$ cat src/rtl/mc_pkg.sv
package mc_pkg;

  localparam int XLEN = 32;

  localparam logic [5:0] OP_REG  = 6'h00;
  localparam logic [5:0] OP_LOAD = 6'h23;
  localparam logic [5:0] OP_STOR = 6'h2B;
  localparam logic [5:0] OP_BEQ  = 6'h04;
  localparam logic [5:0] OP_JMP  = 6'h02;

  localparam logic [5:0] FN_ADD = 6'h20;
  localparam logic [5:0] FN_SUB = 6'h22;
  localparam logic [5:0] FN_AND = 6'h24;
  localparam logic [5:0] FN_OR  = 6'h25;
  localparam logic [5:0] FN_SLT = 6'h2A;

  typedef enum logic [3:0] {
    S_FETCH, S_DECODE, S_ADDR, S_LDMEM, S_LDWB,
    S_STMEM, S_EXEC, S_RWB, S_BRANCH, S_JUMP
  } state_t;

  typedef enum logic [2:0] {
    ALU_ADD, ALU_SUB, ALU_AND, ALU_OR, ALU_SLT
  } alu_op_t;

  typedef enum logic [1:0] {
    BSRC_REG, BSRC_FOUR, BSRC_IMM, BSRC_BOFS
  } bsrc_t;

  typedef enum logic [1:0] {
    PCS_ALU, PCS_TARGET, PCS_JUMP
  } pcsrc_t;

  typedef struct packed {
    logic    addr_alu;   // memory address from result register
    logic    mem_we;
    logic    ir_we;
    logic    mdr_we;
    logic    pc_we;      // unconditional program counter update
    logic    pc_beq;     // update only on ALU zero
    pcsrc_t  pc_src;
    logic    a_reg;      // ALU A from operand register, else PC
    bsrc_t   b_src;
    alu_op_t alu_op;
    logic    res_we;
    logic    rf_we;
    logic    dst_rd;     // destination bits 15:11, else 20:16
    logic    wb_mem;     // write back loaded word, else result
  } ctl_t;

endpackage

$ cat src/rtl/mc_regfile.sv
module mc_regfile #(
  parameter int DW   = 32,
  parameter int NREG = 32,
  localparam int AW  = $clog2(NREG)
) (
  input  logic          clk,
  input  logic [AW-1:0] ra1,
  input  logic [AW-1:0] ra2,
  output logic [DW-1:0] rd1,
  output logic [DW-1:0] rd2,
  input  logic          we,
  input  logic [AW-1:0] wa,
  input  logic [DW-1:0] wd
);

  logic [NREG*DW-1:0] flat;

  for (genvar i = 0; i < NREG; i++) begin : g_reg
    if (i == 0) begin : g_zero
      assign flat[DW-1:0] = '0;
    end else begin : g_live
      logic [DW-1:0] q;
      always_ff @(posedge clk) begin
        if (we && wa == AW'(i)) q <= wd;
      end
      assign flat[i*DW +: DW] = q;
    end
  end

  assign rd1 = flat[ra1*DW +: DW];
  assign rd2 = flat[ra2*DW +: DW];

endmodule

$ cat src/rtl/mc_alu.sv
module mc_alu
  import mc_pkg::*;
#(
  parameter int DW = 32
) (
  input  logic [DW-1:0] a,
  input  logic [DW-1:0] b,
  input  alu_op_t       op,
  output logic [DW-1:0] y,
  output logic          zero
);

  always_comb begin
    unique case (op)
      ALU_SUB: y = a - b;
      ALU_AND: y = a & b;
      ALU_OR:  y = a | b;
      ALU_SLT: y = {{(DW-1){1'b0}}, ($signed(a) < $signed(b))};
      default: y = a + b;
    endcase
  end

  assign zero = (y == '0);

endmodule

$ cat src/rtl/mc_ctrl.sv
module mc_ctrl
  import mc_pkg::*;
(
  input  logic       clk,
  input  logic       rst,
  input  logic [5:0] opcode,
  input  logic [5:0] funct,
  output state_t     state,
  output ctl_t       ctl
);

  state_t nxt;

  always_ff @(posedge clk) begin
    if (rst) state <= S_FETCH;
    else     state <= nxt;
  end

  always_comb begin
    nxt = S_FETCH;
    unique case (state)
      S_FETCH:  nxt = S_DECODE;
      S_DECODE: begin
        unique case (opcode)
          OP_LOAD, OP_STOR: nxt = S_ADDR;
          OP_REG:           nxt = S_EXEC;
          OP_BEQ:           nxt = S_BRANCH;
          OP_JMP:           nxt = S_JUMP;
          default:          nxt = S_FETCH;
        endcase
      end
      S_ADDR:   nxt = (opcode == OP_LOAD) ? S_LDMEM : S_STMEM;
      S_LDMEM:  nxt = S_LDWB;
      S_EXEC:   nxt = S_RWB;
      default:  nxt = S_FETCH;
    endcase
  end

  alu_op_t fn_op;
  always_comb begin
    unique case (funct)
      FN_SUB:  fn_op = ALU_SUB;
      FN_AND:  fn_op = ALU_AND;
      FN_OR:   fn_op = ALU_OR;
      FN_SLT:  fn_op = ALU_SLT;
      default: fn_op = ALU_ADD;
    endcase
  end

  always_comb begin
    ctl        = '0;
    ctl.alu_op = ALU_ADD;
    ctl.b_src  = BSRC_REG;
    ctl.pc_src = PCS_ALU;
    unique case (state)
      S_FETCH: begin
        ctl.ir_we = 1'b1;
        ctl.pc_we = 1'b1;
        ctl.b_src = BSRC_FOUR;
      end
      S_DECODE: begin
        ctl.b_src  = BSRC_BOFS;
        ctl.res_we = 1'b1;
      end
      S_ADDR: begin
        ctl.a_reg  = 1'b1;
        ctl.b_src  = BSRC_IMM;
        ctl.res_we = 1'b1;
      end
      S_LDMEM: begin
        ctl.addr_alu = 1'b1;
        ctl.mdr_we   = 1'b1;
      end
      S_LDWB: begin
        ctl.rf_we  = 1'b1;
        ctl.wb_mem = 1'b1;
      end
      S_STMEM: begin
        ctl.addr_alu = 1'b1;
        ctl.mem_we   = 1'b1;
      end
      S_EXEC: begin
        ctl.a_reg  = 1'b1;
        ctl.alu_op = fn_op;
        ctl.res_we = 1'b1;
      end
      S_RWB: begin
        ctl.rf_we  = 1'b1;
        ctl.dst_rd = 1'b1;
      end
      S_BRANCH: begin
        ctl.a_reg  = 1'b1;
        ctl.alu_op = ALU_SUB;
        ctl.pc_beq = 1'b1;
        ctl.pc_src = PCS_TARGET;
      end
      S_JUMP: begin
        ctl.pc_we  = 1'b1;
        ctl.pc_src = PCS_JUMP;
      end
      default: ;
    endcase
  end

endmodule

$ cat src/rtl/mc_core.sv
module mc_core
  import mc_pkg::*;
#(
  parameter int NREG = 32,
  localparam int RAW = $clog2(NREG)
) (
  input  logic            clk,
  input  logic            rst,
  output logic [XLEN-1:0] mem_addr,
  output logic [XLEN-1:0] mem_wdata,
  output logic            mem_we,
  input  logic [XLEN-1:0] mem_rdata
);

  state_t          state;
  ctl_t            ctl;
  logic [XLEN-1:0] pc_q, ir_q, mdr_q, a_q, b_q, res_q;
  logic [XLEN-1:0] rf_rd1, rf_rd2, alu_a, alu_b, alu_y, imm_sx, pc_nxt;
  logic            alu_zero;

  mc_ctrl u_ctrl (
    .clk    (clk),
    .rst    (rst),
    .opcode (ir_q[31:26]),
    .funct  (ir_q[5:0]),
    .state  (state),
    .ctl    (ctl)
  );

  mc_regfile #(.DW(XLEN), .NREG(NREG)) u_rf (
    .clk (clk),
    .ra1 (ir_q[21 +: RAW]),
    .ra2 (ir_q[16 +: RAW]),
    .rd1 (rf_rd1),
    .rd2 (rf_rd2),
    .we  (ctl.rf_we),
    .wa  (ctl.dst_rd ? ir_q[11 +: RAW] : ir_q[16 +: RAW]),
    .wd  (ctl.wb_mem ? mdr_q : res_q)
  );

  assign imm_sx = {{(XLEN-16){ir_q[15]}}, ir_q[15:0]};
  assign alu_a  = ctl.a_reg ? a_q : pc_q;

  always_comb begin
    unique case (ctl.b_src)
      BSRC_FOUR: alu_b = XLEN'(4);
      BSRC_IMM:  alu_b = imm_sx;
      BSRC_BOFS: alu_b = {imm_sx[XLEN-3:0], 2'b00};
      default:   alu_b = b_q;
    endcase
  end

  mc_alu #(.DW(XLEN)) u_alu (
    .a    (alu_a),
    .b    (alu_b),
    .op   (ctl.alu_op),
    .y    (alu_y),
    .zero (alu_zero)
  );

  always_comb begin
    unique case (ctl.pc_src)
      PCS_TARGET: pc_nxt = res_q;
      PCS_JUMP:   pc_nxt = {pc_q[XLEN-1:XLEN-4], ir_q[25:0], 2'b00};
      default:    pc_nxt = alu_y;
    endcase
  end

  always_ff @(posedge clk) begin
    if (rst) begin
      pc_q  <= '0;
      ir_q  <= '0;
      mdr_q <= '0;
      a_q   <= '0;
      b_q   <= '0;
      res_q <= '0;
    end else begin
      if (ctl.pc_we || (ctl.pc_beq && alu_zero)) pc_q <= pc_nxt;
      if (ctl.ir_we)  ir_q  <= mem_rdata;
      if (ctl.mdr_we) mdr_q <= mem_rdata;
      if (ctl.res_we) res_q <= alu_y;
      a_q <= rf_rd1;
      b_q <= rf_rd2;
    end
  end

  assign mem_addr  = ctl.addr_alu ? res_q : pc_q;
  assign mem_wdata = b_q;
  assign mem_we    = ctl.mem_we;

endmodule

$ cat config.mk
export PLATFORM = sky130hd
export DESIGN_NAME = mc_core
export DESIGN_NICKNAME = d
export VERILOG_FILES = /design/src/rtl/mc_pkg.sv /design/src/rtl/mc_regfile.sv /design/src/rtl/mc_alu.sv /design/src/rtl/mc_ctrl.sv /design/src/rtl/mc_core.sv
export SDC_FILE = /design/constraint.sdc
export NUM_CORES = 2
export LEC_CHECK = 0
export BUFFER_PORTS_ARGS = -buffer_cell sky130_fd_sc_hd__buf_2
export CAP_MARGIN = 0
export CORE_MARGIN = 2
export CORE_UTILIZATION = 40
export CTS_CLUSTER_DIAMETER = 80
export DETAILED_ROUTE_END_ITERATION = 6
export PLACE_DENSITY = 0.58
export SLEW_MARGIN = 20
export SYNTH_ARGS = -nofsm -noshare
export SYNTH_HDL_FRONTEND = slang
export SYNTH_HIERARCHICAL = 1
export SYNTH_SLANG_ARGS = --single-unit
export TNS_END_PERCENT = 10
$ cat constraint.sdc
create_clock -name clk -period 5.3 [get_ports clk]
set_clock_uncertainty 0.1 [all_clocks]
set_input_delay 0.265 -clock clk [delete_from_list [all_inputs] [get_ports clk]]
set_output_delay 0.265 -clock clk [all_outputs]
set_load 0.01 [all_outputs]
After elaboration in Yosys (flattened, before gate mapping)
Cells that the tools add are included.

Flip-flop bits (word level): 1188. Word-level logic and storage cells: 172. Input port bits: 34. Output and inout bits: 65.

Order comparisons: 1. Shift-type cells: 2. Equal/unequal tests: 57. $add $sub $neg: 2. Reduce and logical (&&, ||, !) cells: 43. Bitwise logic cells: 3. Multiplexer cells: 25.

Operators by type and width (count): indexed part select 1024 x 11 -> 32 bit (2); one-hot mux 32 bit (4 select lines) (1); 2-to-1 mux 32 bit (3); one-hot mux 32 bit (3 select lines) (1); == test 5 bit, second input constant (16); one-hot mux 32 bit (2 select lines) (1); == test 5 x 4 -> 1 bit, second input constant (8); == test 6 bit, second input constant (6); adder 32 bit (1); bitwise AND 32 bit (1); logical AND 1 bit (32); logical NOT 32 bit (1); less-than comparator 32 bit (1); OR 32 bit (1); subtractor 32 bit (1); == test 5 x 3 -> 1 bit, second input constant (4); one-hot mux 4 bit (5 select lines) (1); == test 4 x 3 -> 1 bit, second input constant (4); one-hot mux 4 bit (4 select lines) (1); one-hot mux 3 bit (4 select lines) (1); 2-to-1 mux 1 bit (11); == test 5 x 2 -> 1 bit, second input constant (2); == test 4 x 2 -> 1 bit, second input constant (2); == test 4 bit, second input constant (2); other kinds (21) (29).

Logic depth before layout (Yosys ltp)
Depth after elaboration: 10. Depth in mapped cells: 27. Mapped depth without buffers: 20.

By module
Netlist, hierarchy kept.

By module, submodules not included: mc_regfile (sequential area each 29788.6 um^2, instances 1, area an instance 45884.0 um^2, cells each 2231); mc_core (sequential area each 3843.7 um^2, instances 1, area an instance 8775.9 um^2, cells each 853); mc_alu (sequential area each 0.0 um^2, instances 1, area an instance 5800.6 um^2, cells each 887); mc_ctrl (sequential area each 80.1 um^2, instances 1, area an instance 489.2 um^2, cells each 69).

Least setup slack after synthesis
No wires, ideal clock.

Path type: flip-flop to flip-flop. From: register u_ctrl.state[1]. To: register pc_q[29]. Cell stages (with the launch flop): 27. Buffers on the path: 6. Data required time: 5068 ps. Library setup time: 132 ps. Clock period less this slack: 5530 ps. Arrival: 5298 ps. Slack: -230 ps. Path through: dfxtp_1 > clkbuf_1 > nand2b_1 > a211oi_1 > buf_6 > and2_1 > buf_2 > buf_6 > nand2_1 > o21ai_1 > inv_1 > ha_1 > buf_6 > or3_4 > nand2b_4 > a311oi_2 > o31ai_2 > nor2b_4 > a221o_1 > a221o_1 > nor4_2 > nand4b_1 > nor4b_2 > a21oi_2 > buf_6 > a2111oi_2 > nor3_1.

RTL lines: start, declared (line mc_ctrl.sv:8) `output state_t state,`; start signal, assigned (line mc_ctrl.sv:16) `else state <= nxt;`; end signal, assigned (line mc_core.sv:78) `if (ctl.pc_we || (ctl.pc_beq && alu_zero)) pc_q <= pc_nxt;`; end, declared (line mc_core.sv:17) `logic [XLEN-1:0] pc_q, ir_q, mdr_q, a_q, b_q, res_q;`.

==> qor.csv <==
stage;metric;value;unit
status;outcome;finished, violations left;
status;failing checks;setup timing;
synth;sequential area share after synthesis;55.3;%
cts;clock-pin slew on the worst setup and hold paths;0.07;ns
finish;Cell Count, Final, Fillers Out;6682;
cts;clk root buf;clkbuf_16;
sta;Final WS setup;-0.485;ns
floorplanning;DIE AREA;156000;sq um
critical_path;Stages on worst setup path;26;
synth;syn_area_per_cell;15.1;sq um
synth;Synth async-reset ratio;0;%
global_routing;global-route wire length before repair;293000;microns
pwr;total power density per cell area;424;nW/um^2
drt;met2 WL;100000;microns
drt;initial DRC count;4322;
cts;CTS Sinks;1188;
synth;Synth top area share;48.9;%
placed_design;hpwl dp;132000;microns
floorplanning;IO Pins;99;
critical_path;CP Capture Type;flip-flop;
sta;Slew HR;19.2;%
drt;Routed WL;205000;microns
global_routing;initial antenna violation count;14;
drt;DRC violations left;0;
cts;CTS H-tree depth;3;
floorplanning;Starting Density;40.2;%
synth;Synth Warn #;6;
synth;Yosys cell types;100;
cts;clk buf depth;3;
pwr;Worst VDD drop;0.000276;V
pwr;static leakage;25.1;nW
critical_path;Register-to-Register Path Depth;26;
cts;CTS tree;built;
sta;minimum clock period;5.79;ns
placed_design;Inst Count DP;6401;
drt;antenna-violating nets left;0;
critical_path;CP Launch Type;flip-flop;
sta;Worst-Margin Slew;1.20;ns
global_routing;Global Route Usage Sum;26.0;%
placed_design;worst slack at placement;-1.09;ns
synth;synth top area cells;edfxtp_1, mux4_2, dfxtp_1;
run;Max Cap Viol;0;
finish;Area Growth Syn to Fin;19.1;%
placed_design;Placer Congestion;0.939;
finish;share of layout cells above drive strength 1;36.0;%
critical_path;R2R Setup Slk;-0.49;ns
critical_path;worst path arrival time;6.36;ns
synth;synthesized cell area;60900;sq um
finish;fin util;47.9;%
synth;FF+latch count, synth;1188;
cts;CTS Buf Count;117;
critical_path;launching point of the worst reg2reg path;u_ctrl/state[0];
sta;final hold violations;0;
drt;top sig layer;met4;
synth;Main synth FF type;edfxtp_1;
floorplanning;die height;394;microns
critical_path;worst r2r dst;pc_q[10];
synth;number of synthesized flops with an enable pin;992;
drt;Met3 Wirelength;16800;microns
critical_path;CP required;5.88;ns
critical_path;CP startpoint;u_ctrl/state[0];
synth;Mapped Nets;4174;
synth;post-synthesis cell count;4040;
critical_path;slowest library cell on the worst path;nor4b_4;
floorplanning;die width;394;microns
sta;Highest Clock Rate;0.173;GHz
floorplanning;# rows;143;
min_path;WHS Path Cells;4;
critical_path;Crit Path Max Fanout;8;
global_routing;vias in the first global route;40600;
sta;Slew Viols, Final;0;
critical_path;Buf/Inv on CP;9;
critical_path;worst setup path end;pc_q[10];
sta;fin crit share;109;%
finish;net total in the final layout;4686;
critical_path;critical path class;flip-flop to flip-flop;
critical_path;CP delay by family, top;simple AND/OR/NAND/NOR gates;
min_path;Hold Crit Class;input pin to flip-flop;
drt;vias per inst;6.10;
drt;WL/cell;30.7;microns
synth;top cell type by total area after synthesis;edfxtp_1;
placed_design;IO buf count;98;
critical_path;CP peak stage delay;0.41;ns
sta;Setup-failing EPs final;32;
cts;worst skew pair latency;0.78;ns
global_routing;grt total ovfl;0;
drt;vias;40800;
global_routing;largest net degree at the start of global routing;118;
drt;met1 WL;81300;microns
drt;drt first pass iters;6;
sta;RSZ-0062 raised after global routing;yes;
floorplanning;total core area;152000;sq um
==> metrics by stage <==
stage	total power [mW]	area, sq um	hold WS (ns)	setup TNS [ns]
floorplan	17.0	61000	0.312	0
global placement	21.6	67400	0.358	-34.32
finish	30.8	72600	0.184	-13.66
detailed placement	21.6	67400	0.357	-33.02
CTS	30.6	72300	0.152	-14.43
global route	31.9	72600	0.221	-19.35
==> layout by cell type, fill, tap and decap left out, drive strengths merged, types with 50 or more instances in the layout <==
cell / instances
mux2i: 176
ha: 98
mux4: 480
nand2b: 50
buf: 679
a211oi: 55
nor2: 225
clkinv: 51
a22o: 129
dfxtp: 196
a21oi: 119
edfxtp: 992
inv: 112
clkbuf: 146
o21ai: 102
nor2b: 88
mux2: 199
nand2: 172
==> Yosys cell counts (43+ instances only) <==
master    instances
a211oi_1         55
a21oi_1          96
a22o_1          129
buf_2            90
buf_4            47
clkbuf_1        144
dfxtp_1         196
edfxtp_1        992
ha_1             98
inv_1           108
mux2_1           90
mux2_2          109
mux2i_1         176
mux4_2          480
nand2_1         172
nand2b_1         47
nor2_1          224
nor2b_1          87
o21ai_0          87
o22ai_1          43
o31ai_1          44
==> tightest hold or removal path, delay by kind of cell <==
family                 cells  cell delay, ns
and+or+nand+nor            1            0.07
muxes                      1            0.06
buffers and inverters      2            0.63
==> power breakdown <==
group          switching (mW)  internal, mW  total (mW)  leakage [nW]
clock                    3.73          4.77        8.50          1.87
combinational            5.92          5.12        11.0          12.4
sequential              0.488          10.8        11.2          10.8
==> metal layers <==
layer  global-route usage [%]  vias to the layer above
li1                         -                    17300
met1                     34.8                    21300
met2                     43.6                     1868
met5                        0                        -
met4                     8.67                        0
met3                     3.69                      327
==> sequential cells by signal, indices dropped and copies added, names as in the netlist <==
name / count
a_q: 32
ir_q: 32
mdr_q: 32
mem_wdata: 32
pc_q: 32
res_q: 32
u_ctrl/state: 4
u_rf/g.g_live.q: 992
==> timing repair <==
action                                  4_1_cts  5_1_grt
pin swaps                                    26       24
setup buffers                                20        9
hold buffers                                 33        0
endpoints found under the setup margin       32       32
resized for setup                            83       55
hold endpoints to repair                     65        0
cloned                                        1        0
==> layout make-up <==
type,instances,area (sq um)
Tap cell,2030,2540
Antenna cell,1,2.50
Sequential cell,1188,33800
Multi-Input combinational cell,2420,26200
Clock inverter,73,807
Clock buffer,145,3070
Inverter,112,422
Timing Repair Buffer,713,5810
Fill cell,13100,79000
==> kinds of logic after synthesis <==
kind of cell | count (synthesis) | synth area share (%)
AO/OA/AOI/OAI | 701 | 8.51
XOR/XNOR | 13 | 0.187
adder cells (fa/ha/maj) | 100 | 2.08
buffers and inverters | 432 | 3.34
flip-flops | 1188 | 55.3
multiplexers | 855 | 24.3
AND/OR/NAND/NOR | 751 | 6.27
==> how the worst min path moves through the flow <==
stage                end          start  slack [ns]
3_3_place_gp    pc_q[14]       pc_q[14]        0.36
5_1_grt        mdr_q[26]  mem_rdata[26]        0.22
4_1_cts         ir_q[17]  mem_rdata[17]        0.15
2_1_floorplan   mdr_q[0]   mem_rdata[0]        0.31
3_5_place_dp    pc_q[14]       pc_q[14]        0.36
6_report        ir_q[17]  mem_rdata[17]        0.18
(Power assumes the default switching activity.)
